===== src/rtl/adc_bus_pkg.sv =====
package adc_bus_pkg;

    localparam int DATA_W  = 12;
    localparam int SHORT_W = 8;
    localparam int NIB_W   = DATA_W - SHORT_W;

    typedef logic [DATA_W-1:0] word_t;

    typedef enum logic {
        ST_IDLE = 1'b0,
        ST_CONV = 1'b1
    } conv_st_e;

    // Clock cycles a conversion of the selected length occupies.
    function automatic int conv_cycles(input logic short_sel, input int cyc_per_bit);
        return (short_sel ? SHORT_W : DATA_W) * cyc_per_bit;
    endfunction

    // Clear the bits a short conversion never resolves.
    function automatic word_t trim_short(input word_t w, input logic short_sel);
        word_t r;
        r = w;
        if (short_sel) r[NIB_W-1:0] = '0;
        return r;
    endfunction

endpackage


===== src/rtl/adc_en_edge.sv =====
module adc_en_edge (
    input  logic clk,
    input  logic rst,
    input  logic ce_i,
    input  logic cs_n_i,
    input  logic rc_i,
    output logic en_o,
    output logic start_o
);
    logic en_q;

    assign en_o    = ce_i & ~cs_n_i;
    assign start_o = en_o & ~en_q & ~rc_i;

    always_ff @(posedge clk) begin
        if (rst) en_q <= 1'b0;
        else     en_q <= en_o;
    end

    // a start request is always a fresh enable edge
    assert_start_is_edge_R2: assert property (@(posedge clk) disable iff (rst)
        start_o |-> !en_q);
endmodule


===== src/rtl/adc_conv_seq.sv =====
module adc_conv_seq
    import adc_bus_pkg::*;
#(
    parameter int CYC_PER_BIT = 4
) (
    input  logic  clk,
    input  logic  rst,
    input  logic  start_i,
    input  logic  a0_i,
    input  word_t sar_word_i,
    output logic  busy_o,
    output word_t result_o
);
    localparam int LONG_LEN  = conv_cycles(1'b0, CYC_PER_BIT);
    localparam int SHORT_LEN = conv_cycles(1'b1, CYC_PER_BIT);
    localparam int CNT_W     = $clog2(LONG_LEN + 1);
    localparam logic [CNT_W-1:0] LONG_LIM  = CNT_W'(LONG_LEN - 1);
    localparam logic [CNT_W-1:0] SHORT_LIM = CNT_W'(SHORT_LEN - 1);

    conv_st_e         st_q;
    logic [CNT_W-1:0] cnt_q;
    logic             short_q;
    word_t            result_q;
    logic [CNT_W-1:0] lim;
    logic             done;

    assign lim      = short_q ? SHORT_LIM : LONG_LIM;
    assign done     = (st_q == ST_CONV) && (cnt_q >= lim);
    assign busy_o   = (st_q == ST_CONV);
    assign result_o = result_q;

    always_ff @(posedge clk) begin
        if (rst) begin
            st_q     <= ST_IDLE;
            cnt_q    <= '0;
            short_q  <= 1'b0;
            result_q <= '0;
        end else begin
            case (st_q)
                ST_IDLE: begin
                    if (start_i) begin
                        st_q    <= ST_CONV;
                        cnt_q   <= '0;
                        short_q <= a0_i;
                    end
                end
                ST_CONV: begin
                    if (start_i) short_q <= a0_i;
                    if (done) begin
                        st_q     <= ST_IDLE;
                        cnt_q    <= '0;
                        result_q <= trim_short(sar_word_i, short_q);
                    end else begin
                        cnt_q <= cnt_q + 1'b1;
                    end
                end
                default: st_q <= ST_IDLE;
            endcase
        end
    end

    // conversion only begins after a start request
    assert_rise_needs_start_R2: assert property (@(posedge clk) disable iff (rst)
        $rose(busy_o) |-> $past(start_i));
    // a repeated start does not rewind the count
    assert_no_restart_R4: assert property (@(posedge clk) disable iff (rst)
        (busy_o && start_i && !done) |=> (cnt_q == $past(cnt_q) + 1'b1));
    // a repeated start re-latches the address bit
    assert_relatch_R5: assert property (@(posedge clk) disable iff (rst)
        (busy_o && start_i) |=> (short_q == $past(a0_i)));
    // a short result carries cleared low bits
    assert_short_trim_R10: assert property (@(posedge clk) disable iff (rst)
        ($fell(busy_o) && short_q) |-> (result_q[NIB_W-1:0] == '0));
endmodule


===== src/rtl/adc_out_mux.sv =====
module adc_out_mux
    import adc_bus_pkg::*;
(
    input  logic  en_i,
    input  logic  rc_i,
    input  logic  busy_i,
    input  logic  fmt12_i,
    input  logic  a0_i,
    input  word_t result_i,
    output logic  oe_o,
    output word_t dbus_o
);
    word_t view;

    always_comb begin
        view = '0;
        if (fmt12_i) begin
            view = result_i;
        end else if (!a0_i) begin
            view[DATA_W-1:NIB_W] = result_i[DATA_W-1:NIB_W];
        end else begin
            view[DATA_W-1:DATA_W-NIB_W] = result_i[NIB_W-1:0];
        end
    end

    assign oe_o   = rc_i & ~busy_i & en_i;
    assign dbus_o = oe_o ? view : '0;

    always_comb begin
        // a byte read never places data in the low nibble
        assert_byte_low_zero_R6: assert (fmt12_i || (dbus_o[NIB_W-1:0] == '0));
    end
endmodule


===== src/rtl/adc_bus_ctrl.sv =====
module adc_bus_ctrl
    import adc_bus_pkg::*;
#(
    parameter int CYC_PER_BIT = 4
) (
    input  logic              clk,
    input  logic              rst,
    input  logic              ce_i,
    input  logic              cs_n_i,
    input  logic              rc_i,
    input  logic              a0_i,
    input  logic              fmt12_i,
    input  logic [DATA_W-1:0] sar_word_i,
    output logic              busy_o,
    output logic              oe_o,
    output logic [DATA_W-1:0] dbus_o
);
    logic  en;
    logic  start;
    word_t result;

    adc_en_edge u_edge (
        .clk     (clk),
        .rst     (rst),
        .ce_i    (ce_i),
        .cs_n_i  (cs_n_i),
        .rc_i    (rc_i),
        .en_o    (en),
        .start_o (start)
    );

    adc_conv_seq #(.CYC_PER_BIT(CYC_PER_BIT)) u_seq (
        .clk        (clk),
        .rst        (rst),
        .start_i    (start),
        .a0_i       (a0_i),
        .sar_word_i (sar_word_i),
        .busy_o     (busy_o),
        .result_o   (result)
    );

    adc_out_mux u_mux (
        .en_i     (en),
        .rc_i     (rc_i),
        .busy_i   (busy_o),
        .fmt12_i  (fmt12_i),
        .a0_i     (a0_i),
        .result_i (result),
        .oe_o     (oe_o),
        .dbus_o   (dbus_o)
    );

    // bus is never enabled during a conversion
    assert_no_read_busy_R6: assert property (@(posedge clk) disable iff (rst)
        busy_o |-> (!oe_o && dbus_o == '0));
    // a disabled bus carries zero
    assert_idle_bus_zero_R6: assert property (@(posedge clk) disable iff (rst)
        !oe_o |-> (dbus_o == '0));
endmodule


===== config.mk =====
export PLATFORM = sky130hd
export DESIGN_NAME = adc_bus_ctrl
export DESIGN_NICKNAME = d
export VERILOG_FILES = /design/src/rtl/adc_bus_pkg.sv /design/src/rtl/adc_en_edge.sv /design/src/rtl/adc_conv_seq.sv /design/src/rtl/adc_out_mux.sv /design/src/rtl/adc_bus_ctrl.sv
export SDC_FILE = /design/constraint.sdc
export NUM_CORES = 1
export LEC_CHECK = 0
export BUFFER_PORTS_ARGS = -buffer_cell sky130_fd_sc_hd__buf_4
export CAP_MARGIN = 20
export CORE_MARGIN = 3
export CORE_UTILIZATION = 35
export CTS_CLUSTER_SIZE = 40
export DETAILED_ROUTE_END_ITERATION = 10
export SLEW_MARGIN = 20
export SYNTH_ARGS = -nofsm -noshare
export SYNTH_HDL_FRONTEND = slang
export SYNTH_SLANG_ARGS = --single-unit

===== constraint.sdc =====
create_clock -name clk -period 1.7 [get_ports clk]
set_input_delay 0.34 -clock clk [delete_from_list [all_inputs] [get_ports clk]]
set_output_delay 0.34 -clock clk [all_outputs]
set_load 0.02 [all_outputs]

**Word-level counts from Yosys, hierarchy flattened**

Index checks and enable logic that the tools add are counted.

- Equal/unequal tests: 1
- Mux-type cells: 14
- Add/sub/neg operators: 1
- Bitwise gates (word level): 9
- Magnitude comparators: 1
- Reductions and logical operators: 2

Operators by type and width:

| cell | number |
|---|---|
| 2-to-1 mux 6 bit | 3 |
| 2-to-1 mux 4 bit | 4 |
| 2-to-1 mux 12 bit | 1 |
| one-hot mux 6 bit (2 select lines) | 1 |
| 2-to-1 mux 8 bit | 1 |
| adder 6 x 1 -> 6 bit (second input constant) | 1 |
| >= comparator 6 bit | 1 |
| bitwise AND 1 bit | 5 |
| inverter 1 bit | 4 |
| 2-to-1 mux 1 bit | 3 |
| != test 2 bit (second input constant) | 1 |
| one-hot mux 1 bit (2 select lines) | 1 |
| AND reduction 2 bit | 1 |
| logical AND 1 bit | 1 |

- Input bits: 19
- Register bits: 21
- Word-level logic and storage cells: 33
- Output and inout bits: 14

**Depth between registers and ports, before layout**

Gate-level depths: netlist of the first run.

- Depth after elaboration: 6
- Gate-level depth with buffers: 8
- Mapped depth without buffers: 6

**By module**

From an unflattened synthesis of the first run, not the netlist that was laid out.

- Cell total of the unflattened synthesis: 116
- Area total of the unflattened synthesis: 1,119.8 µm²

Modules (own cells, without submodules):

| module | sequential area each (µm²) | area each (µm²) | instances | cells each |
|---|---|---|---|---|
| adc_conv_seq | 400.4 | 908.4 | 1 | 91 |
| adc_out_mux | 0.0 | 160.2 | 1 | 21 |
| adc_en_edge | 20.0 | 51.3 | 1 | 4 |

**Least setup slack after synthesis of the first run**

OpenSTA, ideal clock, no wires.

- Path kind: reg2reg
- From: register u_seq.short_q
- To: register u_seq.cnt_q[4]
- Slack: -0.047 ns
- Required time: 1.626 ns
- Stages on the path, launching flop included: 7
- Arrival: 1.673 ns
- Clock period less this slack: 1.747 ns
- Setup time: 0.074 ns
- Path buffers: 0
- Path through: dfxtp_1 -> inv_1 -> ha_1 -> a41o_1 -> a2111oi_4 -> a41oi_1 -> a31oi_1

- Longest elaborated chain between the ends: 5

Ends and longest elaborated chain:

| element | line | source |
|---|---|---|
| from (decl) | adc_conv_seq.sv:22 | `logic short_q;` |
| from (signal assigned) | adc_conv_seq.sv:44 | `short_q <= a0_i;` |
| from (signal assigned) | adc_conv_seq.sv:48 | `if (start_i) short_q <= a0_i;` |
| 2-to-1 mux 6 bit | adc_conv_seq.sv:27 | `assign lim = short_q ? SHORT_LIM : LONG_LIM;` |
| >= comparator 6 bit | adc_conv_seq.sv:28 | `assign done = (st_q == ST_CONV) && (cnt_q >= lim);` |
| logical AND 1 bit | adc_conv_seq.sv:28 |  |
| 2-to-1 mux 6 bit | adc_conv_seq.sv:49 | `if (done) begin` |
| one-hot mux 6 bit (2 select lines) | adc_conv_seq.sv:39 | `case (st_q)` |
| to (signal assigned) | adc_conv_seq.sv:54 | `cnt_q <= cnt_q + 1'b1;` |
| to (decl) | adc_conv_seq.sv:21 | `logic [CNT_W-1:0] cnt_q;` |

No other way between the ends.
A chain may end at the register's enable or synchronous reset.

**Worst setup path in the final report of the first run**

Same ends and word-level chain as after synthesis.

==> results of run 1 <==
-- sequential cells by signal, indices dropped and copies added (netlist names) --
register and count:
u_seq.busy_o 1, u_seq.result_o 12, u_seq.short_q 1, u_edge.en_q 1
u_seq.cnt_q 6
-- per-layer routing --
metal / vias to the layer above / part of all wire, %
li1: 510 / -
met1: 457 / 42
met2: 29 / 51
met3: 2 / 6.7
met4: 0 / 0.70
met5: - / 0
-- metrics by stage --
stage / TNS (ps) / area, um^2 / worst slack [ps]
2_1_floorplan: 0 / 1040 / 2.31
3_3_place_gp: -15.4 / 1380 / -8.57
3_5_place_dp: -239 / 1380 / -136
4_1_cts: -30.5 / 1470 / -30.5
5_1_grt: -242 / 1510 / -87.1
6_report: 0 / 1510 / 16.7
-- synthesized netlist by cell type, drive strengths merged (3+ instances only) --
master  number
mux2i       12
ha           3
buf          3
inv          5
nand3b       6
nand2        7
and3         8
nor2        18
dfxtp       21
a21oi        8
a31oi        3
-- critical path: stages (launching register included) --
cell,delay [ps]
dfxtp_2,350
inv_2,50
ha_4,210
a41o_1,270
a2111oi_4,290
buf_4,190
a41oi_2,110
a31oi_1,140
-- final cells by class --
| type | instances | area [um^2] | area share [%] |
|---|---|---|---|
| sequential | 21 | 425 | 28.1 |
| clock inverter | 1 | 5.00 | 0.331 |
| tap | 31 | 38.8 | 2.56 |
| timing repair buffer | 48 | 377 | 24.9 |
| inverter | 5 | 18.8 | 1.24 |
| clock buffer | 3 | 22.5 | 1.49 |
| multi-input combinational | 85 | 626 | 41.4 |
-- cells by family after synthesis --
group                      share of synthesized area [%]
adders and majority gates                           3.61
and+or+nand+nor                                     26.5
muxes                                               11.6
DFF                                                 40.4
AOI/OAI and AO/OA                                   13.2
buffers and inverters                               3.85
xor gates and xnor gates                           0.843
-- power groups by stage --
stage	clock (mW)	combinational [mW]	sequential [mW]
floorplan	0	0.0356	0.513
global placement	0	0.0919	0.510
detailed placement	0	0.0928	0.510
CTS	0.257	0.101	0.500
global route	0.278	0.114	0.501
finish	0.242	0.105	0.500
-- timing repair --
item | in CTS | in global routing
setup buffers | 4 | 3
gates resized for setup | 9 | 5
endpoints found under the setup margin | 11 | 15
pin swaps | 5 | 2
-- how the worst max path moves through the flow --
| stage | from | to | depth (start not counted) |
|---|---|---|---|
| 6_report | u_seq.short_q$_SDFFE_PP0P_ | u_seq.cnt_q[4]$_SDFFE_PP0P_ | 7 |
| 5_1_grt | u_seq.short_q$_SDFFE_PP0P_ | u_seq.cnt_q[4]$_SDFFE_PP0P_ | 7 |
| 4_1_cts | u_seq.short_q$_SDFFE_PP0P_ | u_seq.cnt_q[4]$_SDFFE_PP0P_ | 6 |
| 3_5_place_dp | u_seq.short_q$_SDFFE_PP0P_ | u_seq.cnt_q[5]$_SDFFE_PP0P_ | 6 |
| 3_3_place_gp | u_seq.short_q$_SDFFE_PP0P_ | u_seq.cnt_q[5]$_SDFFE_PP0P_ | 6 |
| 2_1_floorplan | u_seq.short_q$_SDFFE_PP0P_ | u_seq.cnt_q[5]$_SDFFE_PP0P_ | 6 |
==> summary.md, run 1 <==
| Metric | Value |
|---|---|
| End of the worst hold path | `u_edge.en_q$_SDFF_PP0_` |
| Net switching share of the total power | `24.4%` |
| Share of the yosys chip area belonging to registers | `40.4%` |
| Top achievable clock speed | `0.594 GHz` |
| Net Sw Power | `~210 uW` |
| Clk slew on worst S/H paths | `120 ps` |
| WL per Instance | `14.0 um` |
| Combinational cell fraction of total power | `12.4%` |
| TritonCTS clock tree | `done` |
| Number of endpoints failing setup at the final stage | `0` |
| Maximum number of pins on one net before global-route repair | `22` |
| Clock share of power | `28.6%` |
| RSZ-0062 raised after global routing | `true` |
| Height of the die | `around 60 um` |
| Worst-case clock skew | `4.85 ps` |
| Number of inserted diodes | `0` |
| Cell variety after synth | `29` |
| GRT busiest layer | `met2` |
| Number of nets produced by synthesis | `138` |
| Critical Path RT | `1930 ps` |
| Master cell of the clock root buffer | `clkbuf_4` |
| Critical path peak fanout | `5` |
| Warning count from the yosys run | `0` |
| VDD IR-drop max | `0.375 mV` |
| Initial DRC count | `41` |
| Share of flip-flops with an asynchronous set or reset | `0%` |
| Kind of critical path | `reg -> reg` |
| Power, Total | `between 800 and 900 uW` |
| Most frequent standard cell in the layout excluding fill and tap cells | `buf_4` |
| Average via count per standard cell | `5.14` |
| Filler cell count | `271` |
| Arrival time of data at the critical path endpoint | `1920 ps` |
| Core Box Area | `2810 um^2` |
| EDFF count, synth | `0` |
| Residual overflow from global routing | `0` |
| # DRC | `0` |
| I/O pin total | `33` |
| Type of element capturing the critical path | `register` |
| Fin util | `53.9%` |
| Number of cells traversed by the worst hold path | `2` |
| Total global-route track usage | `between 10% and 20%` |
| Kind of start point of the critical path | `register` |
| Detailed-routing iteration count for the pre-antenna-repair pass | `4` |
| Latest clock arrival within the worst-skew pair | `300 ps` |
| Top post-synthesis cells by area | `dfxtp_1 40%, mux2i_1 12%, nor2_1 6.5%` |
| Syn Area/Cell | `about 9.0 um^2` |
| Fin nets | `186` |
| Aggregate routed wire length | `2.71 mm` |
| Post-route fraction of the period consumed by the critical path | `between 90% and 100%` |
| Share of the synthesized area in the top cell type | `40.4%` |
| Cell count of the worst reg-to-reg path | `7` |
| Initial core utilization | `37.1%` |
| Hold-fix buffers, CTS | `0` |
| Primary flip-flop cell chosen by synthesis mapping | `dfxtp_1` |
| Number of antenna violations at the first check in global routing | `0` |
| Class of the most critical hold timing path | `in -> reg` |
| Die area | `3660 um^2` |
| Register-to-Register Setup Slack | `between 15 and 20 ps` |
| Total number of placement rows | `19` |
| Top cell type by total area after synthesis | `dfxtp_1` |
| H-tree depth reported by CTS | `1` |
| Post-synthesis cell count | `116` |
| Hold wc startpoint | `cs_n_i` |
| GRT met1 Usage | `18.5%` |
| Part of the power in registers | `around three fifths` |
| Antenna-violating nets left | `0` |
| Number of CTS-inserted buffers | `3` |
| Reg-to-Reg Start | `u_seq.short_q$_SDFFE_PP0P_` |
| Worst slack on hold paths | `214 ps` |
| Routed vias | `998` |
| Result of the run | `finished clean` |
| Final weighted congestion of routability-driven global placement | `0.767` |
| Synth-to-layout area growth | `45.5%` |
| Overall die width | `60.5 um` |
| Number of placed instances with taps included | `183` |
| Number of storage elements in the synthesis netlist | `21` |
| Tightest Pin Transition | `about 370 ps` |
| Leading cell types in the layout, fill and taps excluded | `46 x buf_4, 17 x nor2_1, 17 x dfxtp_1, 12 x mux2i_1, 8 x and3_1` |
| Standby leakage power | `0.726 nW` |
| Worst-case clock buffer depth | `2` |
| Count of input and output buffers | `32` |
| Final hold violation count | `0` |
| Final period demand of the worst path | `1680 ps` |
| Worst slew margin relative to its limit | `roughly 75%` |
| Fraction of final layout cells with drive strength greater than 1 | `41.7%` |
| Max-slew violation count | `0` |
| Post-DP HPWL | `about 1.9 mm` |
| Clk sink count | `21` |
| Number of standard cells in the layout, taps in and fillers out | `194` |
| Number of global-route vias before repair | `1012` |
| Power density normalized to cell area | `between 500 and 600 nW/um^2` |
| Global-route wire length before repair | `4.36 mm` |
| Internal power | `640 uW` |
| Global Route met2 Usage | `about 29%` |
| Worst r2r dst | `u_seq.cnt_q[4]$_SDFFE_PP0P_` |
| Maxcap violations | `0` |
| Post-Syn Area | `1040 um^2` |
| Met3 Track Usage GR | `3.40%` |
(Power assumes the default switching activity.)
==> run 2, diff against run 1 <==
RECOVER_POWER = 100   (was unset)
==> run 2 against run 1 <==
- clock skew down 1.1 ps
- hold slack worse by 3.9 ps
- clock-buffer cell count unchanged
- largest cell class unchanged
- largest power group unchanged
==> summary.md, run 2 (synthesized netlist as in run 1, its figures left out) <==
| Metric | Value |
|---|---|
| Height of the die | `60.5 um (unchanged)` |
| H-tree depth reported by CTS | `1 (unchanged)` |
| Standby leakage power | `0.724 nW (was 0.726 nW)` |
| Fraction of final layout cells with drive strength greater than 1 | `40.5% (was 41.7%)` |
| Antenna-violating nets left | `0 (unchanged)` |
| Fin nets | `186 (unchanged)` |
| Detailed-routing iteration count for the pre-antenna-repair pass | `4 (unchanged)` |
| Flip-flop count of the largest register after layout | `12 (unchanged)` |
| Tightest Pin Transition | `446 ps (was 372 ps)` |
| Final weighted congestion of routability-driven global placement | `0.767 (unchanged)` |
| Count of input and output buffers | `32 (unchanged)` |
| Number of CTS-inserted buffers | `3 (unchanged)` |
| Class of the most critical hold timing path | `in -> reg (unchanged)` |
| Power, Total | `844 uW (was 847 uW)` |
| Routed vias | `998 (unchanged)` |
| Final hold violation count | `0 (unchanged)` |
| Die area | `3660 um^2 (unchanged)` |
| First element of the critical path | `u_seq.short_q$_SDFFE_PP0P_ (unchanged)` |
| Filler cell count | `273 (was 271)` |
| Residual overflow from global routing | `0 (unchanged)` |
| Leading cell types in the layout, fill and taps excluded | `46 x buf_4, 18 x dfxtp_1, 17 x nor2_1, 12 x mux2i_1, 8 x and3_1 (was 46 x buf_4, 17 x nor2_1, 17 x dfxtp_1, 12 x mux2i_1, 8 x and3_1)` |
| Hold wc startpoint | `cs_n_i (unchanged)` |
| Worst-case clock skew | `3.78 ps (was 4.85 ps)` |
| WL per Instance | `13.9 um (was 14.0 um)` |
| Post-DP HPWL | `1.89 mm (unchanged)` |
| Worst-case clock buffer depth | `2 (unchanged)` |
| Synth-to-layout area growth | `44.8% (was 45.5%)` |
| Latest clock arrival within the worst-skew pair | `300 ps (about the same)` |
| Hold-fix buffers, CTS | `0 (unchanged)` |
| Number of placed instances with taps included | `183 (unchanged)` |
| Critical path peak fanout | `5 (unchanged)` |
| CP delay by family, top | `compound AO/OA/AOI/OAI gates (unchanged)` |
| Initial DRC count | `51 (was 41)` |
| Kind of start point of the critical path | `register (unchanged)` |
| Post-Place Worst Slack | `-136 ps (unchanged)` |
| CP Buf/Inv Count | `2 (unchanged)` |
| Sequential Area | `424 um^2 (was 425 um^2)` |
| Result of the run | `finished clean (unchanged)` |
| Global-route wire length before repair | `4.36 mm (unchanged)` |
| Worst slew margin relative to its limit | `69.8% (was 75.2%)` |
| I/O pin total | `33 (unchanged)` |
| Ordered cell list for the critical path | `inv_2, ha_4, a41o_1, a2111oi_4, buf_4, a41oi_2, a31oi_1 (unchanged)` |
| Cell with the largest stage delay on the worst path | `dfxtp_2 (unchanged)` |
| Aggregate routed wire length | `2.70 mm (was 2.71 mm)` |
| Number of inserted diodes | `0 (unchanged)` |
| Multi-input gate area in the final layout | `619 um^2 (was 626 um^2)` |
| Number of global-route vias before repair | `1012 (unchanged)` |
| Setup slack of the critical path after layout | `18.1 ps (was 16.7 ps)` |
| Arrival time of data at the critical path endpoint | `1920 ps (about the same)` |
| Top achievable clock speed | `0.595 GHz (was 0.594 GHz)` |
| Kind of critical path | `reg -> reg (unchanged)` |
| Delay of the slowest cell on the worst path | `350 ps (about the same)` |
| RSZ-0062 raised after global routing | `true (unchanged)` |
| Master cell of the clock root buffer | `clkbuf_4 (unchanged)` |
| Power density normalized to cell area | `561 nW/um^2 (was 560 nW/um^2)` |
| Register-to-Register Setup Slack | `20 ps (about the same)` |
| Core Box Area | `2810 um^2 (unchanged)` |
| Reg-to-Reg Start | `u_seq.short_q$_SDFFE_PP0P_ (unchanged)` |
| Most frequent standard cell in the layout excluding fill and tap cells | `buf_4 (unchanged)` |
| Clk sink count | `21 (unchanged)` |
| VDD IR-drop max | `0.375 mV (about the same)` |
| Number of antenna violations at the first check in global routing | `0 (unchanged)` |
| Number of standard cells in the layout, taps in and fillers out | `194 (unchanged)` |
| Max-slew violation count | `0 (unchanged)` |
| Total global-route track usage | `16.0% (unchanged)` |
| Post-route fraction of the period consumed by the critical path | `98.9% (was 99.0%)` |
| Overall die width | `60.5 um (unchanged)` |
| Type of element capturing the critical path | `register (unchanged)` |
| Average via count per standard cell | `5.14 (unchanged)` |
| TritonCTS clock tree | `done (unchanged)` |
| Final period demand of the worst path | `1680 ps (about the same)` |
| # DRC | `0 (unchanged)` |
| Number of endpoints failing setup at the final stage | `0 (unchanged)` |
| Clk slew on worst S/H paths | `120 ps (about the same)` |
| Maximum number of pins on one net before global-route repair | `22 (unchanged)` |
| Fin util | `53.7% (was 53.9%)` |
| Initial core utilization | `37.1% (unchanged)` |
| Total number of placement rows | `19 (unchanged)` |
| Maxcap violations | `0 (unchanged)` |
| Critical Path RT | `1930 ps (about the same)` |
## run 2: cell count changes in the layout (fill, tap and decap cells not counted)
cell,change
dfxtp_2,-1
nor4b_2,-1
nor4b_1,+1
dfxtp_1,+1
## run 2: worst reg2reg max path: cells and delay by family, from the launching register on
kind                       cells  cell delay (ps)
AOI/OAI and AO/OA              4              820
adders and majority gates      1              210
buffers and inverters          2              240
DFF                            1              350
## run 2: through the flow
step	setup TNS, ps	instance area (um^2)	hold slack (ps)
5_1_grt	-257	1510	187
6_report	0	1510	210
4_1_cts	-30.5	1470	194
2_1_floorplan	0	1040	416
3_3_place_gp	-15.4	1380	458
3_5_place_dp	-239	1380	455
## run 2: worst paths after layout
check,to,cells after the start
worst min-delay path,u_edge.en_q$_SDFF_PP0_,2
worst max register to register,u_seq.cnt_q[4]$_SDFFE_PP0P_,7
worst min register to register,u_seq.result_o[0]$_SDFFE_PP0P_,2
worst max-delay path,u_seq.cnt_q[4]$_SDFFE_PP0P_,7
## run 2: report_power, final
part,switching [mW],total [mW],internal (mW)
Combinational,0.0482,0.103,0.0551
Sequential,0.00269,0.499,0.497
Clock,0.154,0.241,0.0877
## run 2: layer usage
layer | GRT usage [%] | vias up | part of all wire (%)
li1 | - | 511 | -
met1 | 18.5 | 455 | 42
met2 | 28.7 | 30 | 51
met3 | 3.40 | 2 | 6.3
met4 | 6.50 | 0 | 0.70
met5 | 0 | - | 0
## run 2: repair_timing
action | 4_1_cts | 5_1_grt
endpoints found under the setup margin | 11 | 15
buffers inserted | 4 | 3
pin swaps | 5 | 2
resized for setup | 9 | 5
## run 2: final cells by class
| class | instances | area share [%] |
|---|---|---|
| multi-input cells | 85 | 41.1 |
| flip-flops and latches | 21 | 28.2 |
| repair buffers | 48 | 25.0 |
| well taps | 31 | 2.58 |
| clock buffers | 3 | 1.50 |
| inverters | 5 | 1.25 |
| clock inverters | 1 | 0.333 |
